`config.mk`:
```
export PLATFORM = sky130hd
export DESIGN_NAME = bit_serial_median
export DESIGN_NICKNAME = d
export VERILOG_FILES = /design/src/rtl/bsm_pkg.sv /design/src/rtl/bsm_cswap_cell.sv /design/src/rtl/bsm_stage.sv /design/src/rtl/bit_serial_median.sv
export SDC_FILE = /design/constraint.sdc
export NUM_CORES = 1
export LEC_CHECK = 0
export CORE_MARGIN = 2
export CORE_UTILIZATION = 40
export DETAILED_ROUTE_END_ITERATION = 16
export PLACE_DENSITY = 0.53
export RECOVER_POWER = 25
export SYNTH_ARGS = -nofsm -noshare
export SYNTH_HDL_FRONTEND = slang
export SYNTH_SLANG_ARGS = --single-unit
```
`constraint.sdc`:
```
create_clock -name clk_i -period 4.6 [get_ports clk_i]
set_input_delay 0.46 -clock clk_i [delete_from_list [all_inputs] [get_ports clk_i]]
set_output_delay 0.46 -clock clk_i [all_outputs]
set_load 0.01 [all_outputs]
```
`src/rtl/bsm_pkg.sv`:
```
package bsm_pkg;
  typedef enum logic [1:0] {
    CS_EQ   = 2'd0,
    CS_PASS = 2'd1,
    CS_SWAP = 2'd2
  } cs_state_e;
endpackage

```
`src/rtl/bsm_cswap_cell.sv`:
```
module bsm_cswap_cell
  import bsm_pkg::*;
(
  input  logic clk_i,
  input  logic rst_ni,
  input  logic vld_i,
  input  logic sow_i,
  input  logic a_i,
  input  logic b_i,
  output logic hi_o,
  output logic lo_o
);
  cs_state_e st_q, st_eff, st_nxt;
  logic swap;

  always_comb begin
    // a start bit sees the cell as undecided
    st_eff = sow_i ? CS_EQ : st_q;
    st_nxt = st_eff;
    swap   = 1'b0;
    case (st_eff)
      CS_EQ: begin
        swap = b_i & ~a_i;
        if (a_i != b_i) st_nxt = a_i ? CS_PASS : CS_SWAP;
      end
      CS_SWAP: swap = 1'b1;
      default: swap = 1'b0;
    endcase
  end

  always_ff @(posedge clk_i or negedge rst_ni) begin
    if (!rst_ni)    st_q <= CS_EQ;
    else if (vld_i) st_q <= st_nxt;
  end

  assign hi_o = swap ? b_i : a_i;
  assign lo_o = swap ? a_i : b_i;
endmodule

```
`src/rtl/bsm_stage.sv`:
```
module bsm_stage #(
  parameter int NUM_LANES = 9,
  parameter bit TOP_RAIL  = 1'b0
) (
  input  logic                 clk_i,
  input  logic                 rst_ni,
  input  logic                 vld_i,
  input  logic                 sow_i,
  input  logic [NUM_LANES-1:0] lane_i,
  input  logic                 rail_i,
  output logic [NUM_LANES-1:0] lane_o,
  output logic                 rail_o,
  output logic                 vld_o,
  output logic                 sow_o
);
  localparam int NPOS  = NUM_LANES + 1;
  localparam int NCELL = NPOS / 2;

  // position 0 is the top of the column
  logic [NPOS-1:0]      x, y;
  logic [NUM_LANES-1:0] lane_d;
  logic                 rail_d;

  if (TOP_RAIL) begin : g_rail_top
    assign x      = {lane_i, rail_i};
    assign rail_d = y[0];
    assign lane_d = y[NPOS-1:1];
  end else begin : g_rail_bot
    assign x      = {rail_i, lane_i};
    assign rail_d = y[NPOS-1];
    assign lane_d = y[NUM_LANES-1:0];
  end

  for (genvar j = 0; j < NCELL; j++) begin : g_cell
    bsm_cswap_cell u_cell (
      .clk_i (clk_i),
      .rst_ni(rst_ni),
      .vld_i (vld_i),
      .sow_i (sow_i),
      .a_i   (x[2*j]),
      .b_i   (x[2*j+1]),
      .hi_o  (y[2*j]),
      .lo_o  (y[2*j+1])
    );
  end

  always_ff @(posedge clk_i or negedge rst_ni) begin
    if (!rst_ni) begin
      lane_o <= '0;
      rail_o <= 1'b0;
      vld_o  <= 1'b0;
      sow_o  <= 1'b0;
    end else begin
      lane_o <= lane_d;
      rail_o <= rail_d;
      vld_o  <= vld_i;
      sow_o  <= sow_i & vld_i;
    end
  end
endmodule

```
`src/rtl/bit_serial_median.sv`:
```
module bit_serial_median #(
  parameter int NUM_LANES = 9
) (
  input  logic                       clk_i,
  input  logic                       rst_ni,
  input  logic                       vld_i,
  input  logic                       sow_i,
  input  logic [NUM_LANES-1:0]       bits_i,
  input  logic [NUM_LANES/2-1:0]     ext_up_i,
  input  logic [(NUM_LANES+1)/2-1:0] ext_dn_i,
  output logic                       med_o,
  output logic [NUM_LANES-1:0]       sorted_o,
  output logic                       vld_o,
  output logic                       first_o,
  output logic                       last_o,
  output logic [NUM_LANES/2-1:0]     ext_up_o,
  output logic [(NUM_LANES+1)/2-1:0] ext_dn_o
);
  localparam int MID  = NUM_LANES / 2;
  localparam int LAST = NUM_LANES - 1;

  logic [NUM_LANES-1:0] lane_in [NUM_LANES];
  logic [NUM_LANES-1:0] lane_q  [NUM_LANES];
  logic [NUM_LANES-1:0] vld_in, sow_in, vld_q, sow_q;

  assign lane_in[0] = bits_i;
  assign vld_in[0]  = vld_i;
  assign sow_in[0]  = sow_i;

  for (genvar k = 0; k < NUM_LANES; k++) begin : g_stage
    if (k > 0) begin : g_link
      assign lane_in[k] = lane_q[k-1];
      assign vld_in[k]  = vld_q[k-1];
      assign sow_in[k]  = sow_q[k-1];
    end
    if (k % 2 == 0) begin : g_even
      bsm_stage #(.NUM_LANES(NUM_LANES), .TOP_RAIL(1'b0)) u_stage (
        .clk_i (clk_i),
        .rst_ni(rst_ni),
        .vld_i (vld_in[k]),
        .sow_i (sow_in[k]),
        .lane_i(lane_in[k]),
        .rail_i(ext_dn_i[k/2]),
        .lane_o(lane_q[k]),
        .rail_o(ext_dn_o[k/2]),
        .vld_o (vld_q[k]),
        .sow_o (sow_q[k])
      );
    end else begin : g_odd
      bsm_stage #(.NUM_LANES(NUM_LANES), .TOP_RAIL(1'b1)) u_stage (
        .clk_i (clk_i),
        .rst_ni(rst_ni),
        .vld_i (vld_in[k]),
        .sow_i (sow_in[k]),
        .lane_i(lane_in[k]),
        .rail_i(ext_up_i[k/2]),
        .lane_o(lane_q[k]),
        .rail_o(ext_up_o[k/2]),
        .vld_o (vld_q[k]),
        .sow_o (sow_q[k])
      );
    end
  end

  // nearest valid bit behind the output decides the word end
  logic nxt_seen, nxt_sow;
  always_comb begin
    nxt_seen = 1'b0;
    nxt_sow  = 1'b0;
    for (int k = 0; k < LAST; k++) begin
      if (vld_q[k]) begin
        nxt_seen = 1'b1;
        nxt_sow  = sow_q[k];
      end
    end
  end

  assign sorted_o = lane_q[LAST];
  assign med_o    = lane_q[LAST][MID];
  assign vld_o    = vld_q[LAST];
  assign first_o  = sow_q[LAST];
  assign last_o   = vld_q[LAST] & (~nxt_seen | nxt_sow);
endmodule

```
Word level (Yosys, flattened, before mapping)
Index checks and enable logic that the tools add are counted.
{"block": "totals", "register_bits": 198, "input_bits": 22, "word_cells": 649, "output_inout_bits": 22}
{"block": "op_classes", "reduce_logical": 45, "eq_ne": 90, "n_bitwise": 102, "n_mux": 331}
{"op": "$mux 2", "count": 180}
{"op": "$mux 1", "count": 106}
{"op": "$eq 2x2->1 const B", "count": 45}
{"op": "$logic_not 2->1", "count": 45}
{"op": "$pmux 1 s2", "count": 45}
{"op": "$and 1x1->1", "count": 55}
{"op": "$not 1->1", "count": 46}
{"op": "$ne 1x1->1", "count": 45}
{"op": "$or 1x1->1", "count": 1}

Logic depth before layout (Yosys ltp)
Gate-level depths: netlist of the first run.
{"block": "depth", "word_depth": 11, "depth_mapped": 6, "depth_no_buf": 6}

Hierarchy
Synthesis of the first run repeated with hierarchy kept, for this count alone.
{"block": "hier_totals", "hier_cells": 1166, "hier_area_um2": 11188.2}
{"module": "bsm_cswap_cell", "seq_area_each_um2": 50.0, "area_each_um2": 185.2, "n_inst": 45, "cells_each": 23}
{"module": "bsm_stage", "seq_area_each_um2": 300.3, "area_each_um2": 306.5, "n_inst": 9, "cells_each": 13}
{"module": "bit_serial_median", "seq_area_each_um2": 0.0, "area_each_um2": 96.3, "n_inst": 1, "cells_each": 14}

Least setup slack after synthesis of the first run
No wires, ideal clock.
{"block": "synth_timing", "path_type": "flip-flop to output port", "start": "register g_stage[1].g_odd.u_stage.vld_o", "end": "output port last_o", "path_stages_with_launch": 4, "slack_ns": 3.048, "required_time_ns": 4.140, "arrival_ns": 1.092, "n_path_buf": 0, "cell_sequence": "dfrtp_1 a2111oi_4 o21ai_1 a21oi_1"}
{"block": "synth_via", "elab_chain_len": 10, "word_cells_on_any_way": 17, "classes_between": "mux (14); bitwise (3)"}
{"element": "start, declared", "line_no": "bsm_stage.sv:13", "text": "output logic vld_o,"}
{"element": "start signal, assigned", "line_no": "bsm_stage.sv:56", "text": "vld_o <= vld_i;"}
{"element": "$mux 1 (7 in series)", "line_no": "bit_serial_median.sv:71", "text": "if (vld_q[k]) begin"}
{"element": "$not 1->1", "line_no": "bit_serial_median.sv:82", "text": "assign last_o = vld_q[LAST] & (~nxt_seen | nxt_sow);"}
{"element": "$or 1x1->1 (*)", "line_no": "bit_serial_median.sv:82"}
{"element": "$and 1x1->1 (*)", "line_no": "bit_serial_median.sv:82"}
{"element": "end, declared", "line_no": "bit_serial_median.sv:15", "text": "output logic last_o,"}
Every way passes the cells marked *; elsewhere a longest branch is shown, timed or not.

Worst setup path after layout of the first run
{"block": "layout_timing", "start": "register g_stage[2].g_even.u_stage.sow_o", "end": "output port last_o"}
{"block": "layout_via", "elab_chain_len": 8}
{"element": "start, declared", "line_no": "bsm_stage.sv:14", "text": "output logic sow_o"}
{"element": "start signal, assigned", "line_no": "bsm_stage.sv:57", "text": "sow_o <= sow_i & vld_i;"}
{"element": "$mux 1 (6 in series)", "line_no": "bit_serial_median.sv:71"}
{"element": "$or 1x1->1", "line_no": "bit_serial_median.sv:82"}
{"element": "$and 1x1->1", "line_no": "bit_serial_median.sv:82"}
No other way between the ends.

==> results.json, run 1 <==
{
  "status": "complete, but fails checks",
  "failed_checks": "capacitance limit, slew limit",
  "finalClockSkew_ns": 0.0103,
  "yosys_register_bits": 198,
  "fin_util_pct": 45.0,
  "hpwl_um": 15500,
  "synth_xor_area_share_pct": 0,
  "finish.instance_area_um2": 12500,
  "worstHoldPathType": "flop to flop",
  "io_pins": 44,
  "arrival_ns": 3.04,
  "worstSetupEndpoint": "last_o",
  "cts.sinks": 198,
  "synthMuxAreaShare_pct": 5.36,
  "synth-simple-area-share_pct": 18.0,
  "port_buffers": 43,
  "drt-initial-drc-count": 653,
  "maxCapViolations": 2,
  "grt_overflow": 0,
  "synth-edff-count": 0,
  "start_util_pct": 40.6,
  "clkLatencyLatePin_ns": 0.44,
  "worstMarginPinSlew_ns": 2.16,
  "reg2reg_from": "g_stage[7].g_odd.u_stage.sow_o$_DFF_PN0_",
  "cts_root_buffer": "clkbuf_16",
  "place_area_um2": 11900,
  "placedCellCount": 1510,
  "slew_violations": 122,
  "cts_hold_buf": 0,
  "synth_top_area_cell": "dfrtp_1",
  "rows": 61,
  "routabilityCongestion": 0.759,
  "rr_worst_depth": 2,
  "cts_setup_buffers": 0,
  "dieHeight_um": 172,
  "pre_cts_ws_ns": 1.49,
  "min_period_over_period_pct": 76.1,
  "critPathKind": "flop to output port",
  "synth_area_leaders": "dfrtp_1, a32o_1, ha_1",
  "synthCells": 1130,
  "grt_pass1_wl_um": 39100,
  "synth_flop_cell": "dfrtp_1",
  "core-area_um2": 27900,
  "cts_tree": "built",
  "hold_viol": 0,
  "power.density_nw_per_um2": 654,
  "cts_buffers": 17,
  "wire_per_inst_um": 15.0,
  "synth_compound_area_share_pct": 22.6,
  "cts.clk_slew.worst_paths_ns": 0.08,
  "ctsResizeCount": 0,
  "die_width_um": 172,
  "syn_area_per_cell_um2": 10.0,
  "drive_gt1_share_pct": 4.90,
  "netlist.area_leader.share_pct": 43.8,
  "layout_common_cells": "dfrtp_1, nand2b_1, a32o_1",
  "grt_max_degree": 87,
  "grt_pass1_vias": 8173,
  "p_total_mw": 8.19,
  "power.leakage_nw": 5.34,
  "setup_viol": 0,
  "cts_buffer_depth": 2,
  "ir_drop_mv": 0.282,
  "synth_cell_types": 39,
  "slew_headroom_pct": -44.3,
  "timing.fmax_mhz": 286,
  "htreeDepth": 4,
  "drc_errors": 0,
  "synth_top_family_by_area": "compound AO/OA/AOI/OAI gates",
  "start_kind": "flop",
  "die-area_um2": 29700,
  "reg2reg_slack_ns": 2.77,
  "layout_commonest_cell": "dfrtp_1",
  "setup_ws_ns": 1.10,
  "holdWs_ns": 0.414,
  "synth_fp_nets": 1197,
  "cp.required_ns": 4.14,
  "synth-adder-area-share_pct": 4.97,
  "antenna_cells": 0,
  "syn_to_final_growth_pct": 10.6,
  "critPathMaxFanout": 30,
  "grt_antenna_before_repair": 0,
  "synth.yosys.seq_area_share_pct": 43.8,
  "viasPerCell": 5.61,
  "crit_path_end_kind": "output port",
  "fin_cells": 1542,
  "synth-async-reset-ratio_pct": 100,
  "synth_area_um2": 11300,
  "nets": 1218,
  "first_pass_iters": 6,
  "rsz0062_at_grt": "false",
  "grt_use_total_pct": 16.3,
  "fin_setup_tns_ns": 0,
  "dr_total_vias": 8655,
  "wirelength_um": 23200,
  "cp-startpoint": "g_stage[2].g_even.u_stage.sow_o$_DFF_PN0_",
  "synth_warnings": 0,
  "min_period_ns": 3.50,
  "postRouteAntennaNets": 0
}
==> per-layer routing <==
layer / track usage [%] / wire [um] / vias up
met5: 0 / 0 / -
met4: 5.08 / 282 / 0
met3: 2.75 / 518 / 20
met2: 27.3 / 11200 / 96
met1: 21.5 / 11200 / 4240
li1: - / - / 4299
==> synth_stat cells, types with 2 or more instances <==
cell type	n
nor3b_1	43
o21ai_0	35
a31oi_1	25
a211oi_1	11
a222oi_1	34
o32ai_1	10
o41ai_1	6
a32o_1	84
o22ai_1	10
nand3_1	2
o21ai_1	30
buf_6	9
nand2_1	54
a22oi_1	28
buf_2	17
mux2_2	11
mux2_1	2
or3b_1	12
clkbuf_1	5
ha_1	45
nand2b_1	85
dfrtp_1	198
and3b_1	8
buf_4	13
nor2b_1	60
o221a_2	2
mux2i_1	46
a21oi_1	65
nand3b_1	12
inv_2	6
nor2_1	83
inv_1	72
==> registers in the layout (all words and copies together) (netlist names) <==
name / count
g_stage.g_even.u_stage.g_cell.u_cell.st_q: 50
g_stage.g_even.u_stage.lane_o: 45
g_stage.g_even.u_stage.rail_o: 5
g_stage.g_even.u_stage.sow_o: 5
g_stage.g_even.u_stage.vld_o: 5
g_stage.g_odd.u_stage.g_cell.u_cell.st_q: 40
g_stage.g_odd.u_stage.lane_o: 36
g_stage.g_odd.u_stage.rail_o: 4
g_stage.g_odd.u_stage.sow_o: 4
g_stage.g_odd.u_stage.vld_o: 4
==> worst min-delay path by stage <==
| stage | end | startpoint | slack [ns] | cells after the start |
|---|---|---|---|---|
| final | g_stage[1].g_odd.u_stage.vld_o$_DFF_PN0_ | g_stage[0].g_even.u_stage.vld_o$_DFF_PN0_ | 0.41 | 0 |
| after global routing | g_stage[1].g_odd.u_stage.vld_o$_DFF_PN0_ | g_stage[0].g_even.u_stage.vld_o$_DFF_PN0_ | 0.45 | 0 |
| after CTS | g_stage[8].g_even.u_stage.lane_o[8]$_DFF_PN0_ | rst_ni | 0.1 | 1 |
| after detailed placement | g_stage[1].g_odd.u_stage.vld_o$_DFF_PN0_ | g_stage[0].g_even.u_stage.vld_o$_DFF_PN0_ | 0.41 | 0 |
| after global placement | g_stage[1].g_odd.u_stage.vld_o$_DFF_PN0_ | g_stage[0].g_even.u_stage.vld_o$_DFF_PN0_ | 0.40 | 0 |
| after floorplan | async pin | rst_ni | 0.16 | 0 |
==> worst max-delay path, cell delays in order (launching register included) <==
cell and delay [ns]:
dfrtp_1 0.85, nand2_1 0.45, o21ai_0 0.35, o21ai_1 0.15, a21oi_1 0.23, clkdlybuf4s50_1 0.57
==> layout make-up <==
type / instances / area [um^2]
multi-input cells: 809 / 5760
inverters: 78 / 293
flip-flops and latches: 198 / 4950
repair buffers: 47 / 452
well taps: 378 / 473
fillers: 2621 / 15300
clock inverters: 15 / 161
clock buffers: 17 / 425
==> power by group <==
part / internal [mW] / total [mW] / switching [mW]
clock network: 0.774 / 1.51 / 0.739
logic: 1.70 / 3.22 / 1.53
registers: 2.47 / 3.45 / 0.985
==> cell families after synthesis <==
| kind of cell | Yosys count |
|---|---|
| and+or+nand+nor | 361 |
| AOI/OAI and AO/OA | 344 |
| DFF | 198 |
| buffers and inverters | 123 |
| muxes | 59 |
| adders and majority gates | 45 |
No activity file was read; power rests on OpenSTA's default activity.
==> inputs of run 2 (changes only) <==
==> constraint.sdc (replaced) <==
create_clock -name clk_i -period 3.45 [get_ports clk_i]
set_input_delay 0.345 -clock clk_i [delete_from_list [all_inputs] [get_ports clk_i]]
set_output_delay 0.345 -clock clk_i [all_outputs]
set_load 0.01 [all_outputs]
==> run 2 against run 1 <==
The flow still finishes with violations (capacitance limit, slew limit). Final area up 0.63%. Critical path depth unchanged. Core utilization up 0.28 points. Sequential power up 33%. Clock power up 36%. Routed wire length up 0.34%. Clock-buffer cell count unchanged. Critical endpoint unchanged. Clock skew up 0.0028 ns. Worst hold slack better by 0.00090 ns. Cell count up 0.52%.
==> results.json, run 2 (synthesis results as in run 1) <==
{
  "holdPathEnd": "g_stage[1].g_odd.u_stage.vld_o$_DFF_PN0_",
  "worstHoldPathType": "flop to flop",
  "regMostFlops": "g_stage.g_even.u_stage.g_cell.u_cell.st_q",
  "die_width_um": 172,
  "critPathMaxStageDelay_ns": 0.57,
  "cts_buffer_depth": 2,
  "finalClockSkew_ns": 0.0131,
  "first_pass_iters": 8,
  "fill_cells": 2624,
  "worstMarginPinSlew_ns": 2.32,
  "reg2reg_from": "g_stage[0].g_even.u_stage.sow_o$_DFF_PN0_",
  "rows": 61,
  "core-area_um2": 27900,
  "crit_path_end_kind": "output port",
  "drc_errors": 0,
  "slowest_stage": "clkdlybuf4s50_1",
  "maxCapViolations": 1,
  "cts_buffers": 17,
  "combPwrFrac_pct": 39.3,
  "min_period_over_period_pct": 83.8,
  "grt_overflow": 0,
  "timing.fmax_mhz": 346,
  "cts_tree": "built",
  "routabilityCongestion": 0.770,
  "drive_gt1_share_pct": 5.29,
  "grt_use_total_pct": 16.6,
  "ctsResizeCount": 0,
  "power.density_nw_per_um2": 870,
  "arrival_ns": 2.54,
  "rsz0062_at_grt": "false",
  "grt_max_degree": 91,
  "grt_pass1_vias": 8242,
  "layout_commonest_cell": "dfrtp_1",
  "fin_util_pct": 45.2,
  "ir_drop_mv": 0.382,
  "worstHoldStart": "g_stage[0].g_even.u_stage.vld_o$_DFF_PN0_",
  "cts.sinks": 198,
  "critPathKind": "flop to output port",
  "hold_viol": 0,
  "die-area_um2": 29700,
  "finish.instance_area_um2": 12600,
  "drt-initial-drc-count": 750,
  "syn_to_final_growth_pct": 11.3,
  "p_total_mw": 11.0,
  "grt_antenna_before_repair": 0,
  "clkPwrFrac_pct": 18.7,
  "wire_per_inst_um": 15.0,
  "crit_path_cell_trace": "nand2_1 -> o21ai_0 -> o21ai_1 -> a21oi_1 -> clkdlybuf4s50_1",
  "slew_violations": 90,
  "antenna_cells": 0,
  "hold_path_depth": 0,
  "rr_worst_depth": 3,
  "viasPerCell": 5.60,
  "min_period_ns": 2.89,
  "wirelength_um": 23200,
  "cts.clk_slew.worst_paths_ns": 0.07,
  "fin_cells": 1550,
  "htreeDepth": 4,
  "grt_pass1_wl_um": 40000,
  "power.leakage_nw": 5.39,
  "critPathMaxFanout": 12,
  "net-switching-power_mw": 4.31,
  "placedCellCount": 1518,
  "hpwl_um": 15700,
  "io_pins": 44,
  "reg2reg_slack_ns": 1.35,
  "power.internal_mw": 6.65,
  "nets": 1227,
  "start_util_pct": 40.6,
  "failed_checks": "capacitance limit, slew limit",
  "setup_viol": 0,
  "layout_common_cells": "dfrtp_1, nand2b_1, a32o_1",
  "port_buffers": 43,
  "fin_setup_tns_ns": 0,
  "place_area_um2": 12000,
  "top_regs": "g_stage.g_even.u_stage.g_cell.u_cell.st_q: 50 flops, g_stage.g_even.u_stage.lane_o: 45 flops, g_stage.g_odd.u_stage.g_cell.u_cell.st_q: 40 flops",
  "start_kind": "flop",
  "postRouteAntennaNets": 0,
  "cts_root_buffer": "clkbuf_16",
  "switching_share_pct": 39.3,
  "slew_headroom_pct": -54.4,
  "dr_total_vias": 8685,
  "clkLatencyLatePin_ns": 0.44,
  "dieHeight_um": 172,
  "cp.required_ns": 3.11,
  "largest_reg_flops": 50,
  "status": "complete, but fails checks",
  "seqPwrFrac_pct": 42.0
}
## run 2: cell type report
| class | instances | area (um^2) | share of cell area [%] |
|---|---|---|---|
| Timing Repair Buffer | 56 | 527 | 4.18 |
| Inverter | 78 | 293 | 2.32 |
| Tap cell | 378 | 473 | 3.75 |
| Clock inverter | 14 | 165 | 1.31 |
| Multi-Input combinational cell | 809 | 5760 | 45.7 |
| Clock buffer | 17 | 425 | 3.38 |
| Sequential cell | 198 | 4950 | 39.3 |
## run 2: power by group through the flow
| stage | Combinational (mW) | Clock [mW] | Sequential (mW) |
|---|---|---|---|
| after floorplan | 3.50 | 0 | 4.26 |
| after global placement | 4.29 | 0 | 4.64 |
| after detailed placement | 4.32 | 0 | 4.62 |
| after CTS | 4.35 | 2.12 | 4.59 |
| after global routing | 4.96 | 2.22 | 4.81 |
| final | 4.30 | 2.05 | 4.60 |
## run 2: repair_timing
item | 4_1_cts | 5_1_grt
buffers inserted | 0 | 0
hold buffers | 1 | 0
endpoints found under the hold margin | 5 | 0
## run 2: worst max path at each step
stage | from | endpoint | slack (ns)
floorplan | g_stage[1].g_odd.u_stage.lane_o[2]$_DFF_PN0_ | g_stage[2].g_even.u_stage.lane_o[3]$_DFF_PN0_ | 1.98
global placement | g_stage[2].g_even.u_stage.vld_o$_DFF_PN0_ | last_o | 1.02
detailed placement | g_stage[2].g_even.u_stage.vld_o$_DFF_PN0_ | last_o | 0.92
CTS | g_stage[2].g_even.u_stage.vld_o$_DFF_PN0_ | last_o | 0.42
global route | g_stage[2].g_even.u_stage.vld_o$_DFF_PN0_ | last_o | 0.33
finish | g_stage[2].g_even.u_stage.vld_o$_DFF_PN0_ | last_o | 0.56
## run 2: worst max-delay path, delay by kind of cell (launching register included)
| family | cells | cell delay [ns] |
|---|---|---|
| buffers and inverters | 1 | 0.57 |
| DFF | 1 | 0.52 |
| and+or+nand+nor | 1 | 0.37 |
| AOI/OAI and AO/OA | 3 | 0.66 |
## run 2: through the flow
| step | setup WS [ns] | hold WS (ns) |
|---|---|---|
| finish | 0.560 | 0.415 |
| CTS | 0.424 | 0.418 |
| global route | 0.334 | 0.435 |
| global placement | 1.02 | 0.394 |
| floorplan | 1.98 | 0.0494 |
| detailed placement | 0.922 | 0.401 |
## run 2: metal layers
layer	vias up	wire length (um)	global-route usage [%]	part of all wire (%)
met2	107	11300	27.5	49
li1	4300	-	-	-
met3	12	555	2.77	2.4
met4	0	194	4.49	0.83
met1	4266	11200	22.5	48
met5	-	0	0	0
==> inputs of run 3 (changes only) <==
==> constraint.sdc (replaced) <==
create_clock -name clk_i -period 2.95 [get_ports clk_i]
set_input_delay 0.295 -clock clk_i [delete_from_list [all_inputs] [get_ports clk_i]]
set_output_delay 0.295 -clock clk_i [all_outputs]
set_load 0.01 [all_outputs]
==> run 3 against run 2 <==
The flow still finishes with violations (capacitance limit, slew limit). Register-to-register slack got worse by 0.28 ns. Core utilization up 0.15 points. Cell count is 0.39% higher. Non-clock buffer count grew 6. Worst setup slack worse by 0.16 ns. Power rose by 16%. Global-route usage decreased by 0.19 points.
==> results.json, run 3 (synthesis results as in run 1) <==
{
  "cts_buffers": 17,
  "start_kind": "flop",
  "power.leakage_nw": 5.41,
  "grt_antenna_before_repair": 0,
  "grt_use_total_pct": 16.4,
  "slew_violations": 71,
  "dr_total_vias": 8635,
  "antenna_cells": 0,
  "top_regs": "g_stage.g_even.u_stage.g_cell.u_cell.st_q: 50 flops, g_stage.g_even.u_stage.lane_o: 45 flops, g_stage.g_odd.u_stage.g_cell.u_cell.st_q: 40 flops",
  "critPathMaxFanout": 12,
  "ctsResizeCount": 0,
  "drt-initial-drc-count": 629,
  "fin_util_pct": 45.4,
  "finalClockSkew_ns": 0.0158,
  "port_buffers": 43,
  "min_period_over_period_pct": 86.5,
  "regMostFlops": "g_stage.g_even.u_stage.g_cell.u_cell.st_q",
  "fill_cells": 2636,
  "grt_max_degree": 72,
  "hpwl_um": 15800,
  "dieHeight_um": 172,
  "min_period_ns": 2.55,
  "reg2reg_from": "g_stage[1].g_odd.u_stage.sow_o$_DFF_PN0_",
  "fin_setup_tns_ns": 0,
  "arrival_ns": 2.26,
  "placedCellCount": 1524,
  "timing.fmax_mhz": 392,
  "grt_pass1_vias": 8334,
  "grt_pass1_wl_um": 39900,
  "wirelength_um": 22900,
  "ir_drop_mv": 0.432,
  "drive_gt1_share_pct": 5.69,
  "rsz0062_at_grt": "false",
  "worstMarginPinSlew_ns": 1.80,
  "cts.clk_slew.worst_paths_ns": 0.07,
  "worstHoldStart": "g_stage[0].g_even.u_stage.vld_o$_DFF_PN0_",
  "layout_commonest_cell": "dfrtp_1",
  "reg2reg_slack_ns": 1.07,
  "cp.buffers_inverters": 2,
  "place_area_um2": 12100,
  "io_pins": 44,
  "setup_viol": 0,
  "postRouteAntennaNets": 0,
  "largest_reg_flops": 50,
  "power.density_nw_per_um2": 1010,
  "p_total_mw": 12.7,
  "failed_checks": "capacitance limit, slew limit",
  "grt_overflow": 0,
  "slew_headroom_pct": -19.9,
  "rr_worst_depth": 3,
  "viasPerCell": 5.55,
  "setup_ws_ns": 0.398,
  "pre_cts_ws_ns": 0.790,
  "rows": 61,
  "critical_path.top_delay_family": "buffers and inverters",
  "crit_path_cell_trace": "nand2_1 -> buf_4 -> o21ai_0 -> o21ai_1 -> a21oi_1 -> clkdlybuf4s50_1",
  "hold_path_depth": 0,
  "nets": 1233,
  "hold_viol": 0,
  "status": "complete, but fails checks",
  "slowest_stage": "clkdlybuf4s50_1",
  "cp.required_ns": 2.65,
  "fin_cells": 1556,
  "worstHoldPathType": "flop to flop",
  "cts_root_buffer": "clkbuf_16",
  "die-area_um2": 29700,
  "holdWs_ns": 0.425,
  "layout_common_cells": "dfrtp_1, nand2b_1, a32o_1",
  "finish.instance_area_um2": 12600,
  "cts_buffer_depth": 2,
  "crit_path_end_kind": "output port",
  "critPathMaxStageDelay_ns": 0.58,
  "holdPathEnd": "g_stage[1].g_odd.u_stage.vld_o$_DFF_PN0_",
  "drc_errors": 0,
  "die_width_um": 172,
  "htreeDepth": 4,
  "first_pass_iters": 5,
  "critPathKind": "flop to output port",
  "core-area_um2": 27900,
  "clkLatencyLatePin_ns": 0.44,
  "maxCapViolations": 1,
  "routabilityCongestion": 0.763,
  "syn_to_final_growth_pct": 11.7,
  "cts.sinks": 198,
  "wire_per_inst_um": 14.7,
  "cts_tree": "built",
  "start_util_pct": 40.6
}
run 3: area by class of cell:
type / count / area [um^2] / area share [%]
Clock inverter: 14 / 165 / 1.31
Multi-Input combinational cell: 809 / 5760 / 45.6
Inverter: 78 / 293 / 2.32
Clock buffer: 17 / 425 / 3.36
Timing Repair Buffer: 62 / 568 / 4.49
Sequential cell: 198 / 4950 / 39.2
Tap cell: 378 / 473 / 3.74
run 3: worst register-to-register path, stage by stage, from the launching register on:
cell      delay (ns)
dfrtp_1         0.36
clkbuf_1        0.61
nand2_1         0.46
a32o_1          0.35
run 3: worst max path at each step:
stage                                                  from                                             to  cells past startpoint
2_1_floorplan  g_stage[1].g_odd.u_stage.lane_o[2]$_DFF_PN0_  g_stage[2].g_even.u_stage.lane_o[3]$_DFF_PN0_                      5
3_3_place_gp       g_stage[3].g_odd.u_stage.vld_o$_DFF_PN0_                                         last_o                      6
3_5_place_dp       g_stage[3].g_odd.u_stage.vld_o$_DFF_PN0_                                         last_o                      6
4_1_cts            g_stage[3].g_odd.u_stage.vld_o$_DFF_PN0_                                         last_o                      6
5_1_grt            g_stage[3].g_odd.u_stage.vld_o$_DFF_PN0_                                         last_o                      6
6_report           g_stage[3].g_odd.u_stage.vld_o$_DFF_PN0_                                         last_o                      6
run 3: what timing repair did:
item                                   CTS  global route
buffers inserted                         0             0
hold buffers                             1             0
endpoints found under the hold margin   66             0
run 3: layer usage:
layer | track usage [%] | vias up | part of all wire [%]
met5 | 0 | - | 0
met4 | 3.36 | 0 | 0.82
met2 | 28.2 | 84 | 49
met1 | 21.8 | 4215 | 48
met3 | 2.82 | 14 | 1.9
li1 | - | 4322 | -
run 3: where the power goes:
group	leakage [nW]	total (mW)	switching [mW]	internal (mW)
Clock	0.289	2.36	1.09	1.27
Sequential	2.25	5.37	1.52	3.85
Combinational	2.87	5.01	2.35	2.66
Total	5.41	12.7	4.96	7.78
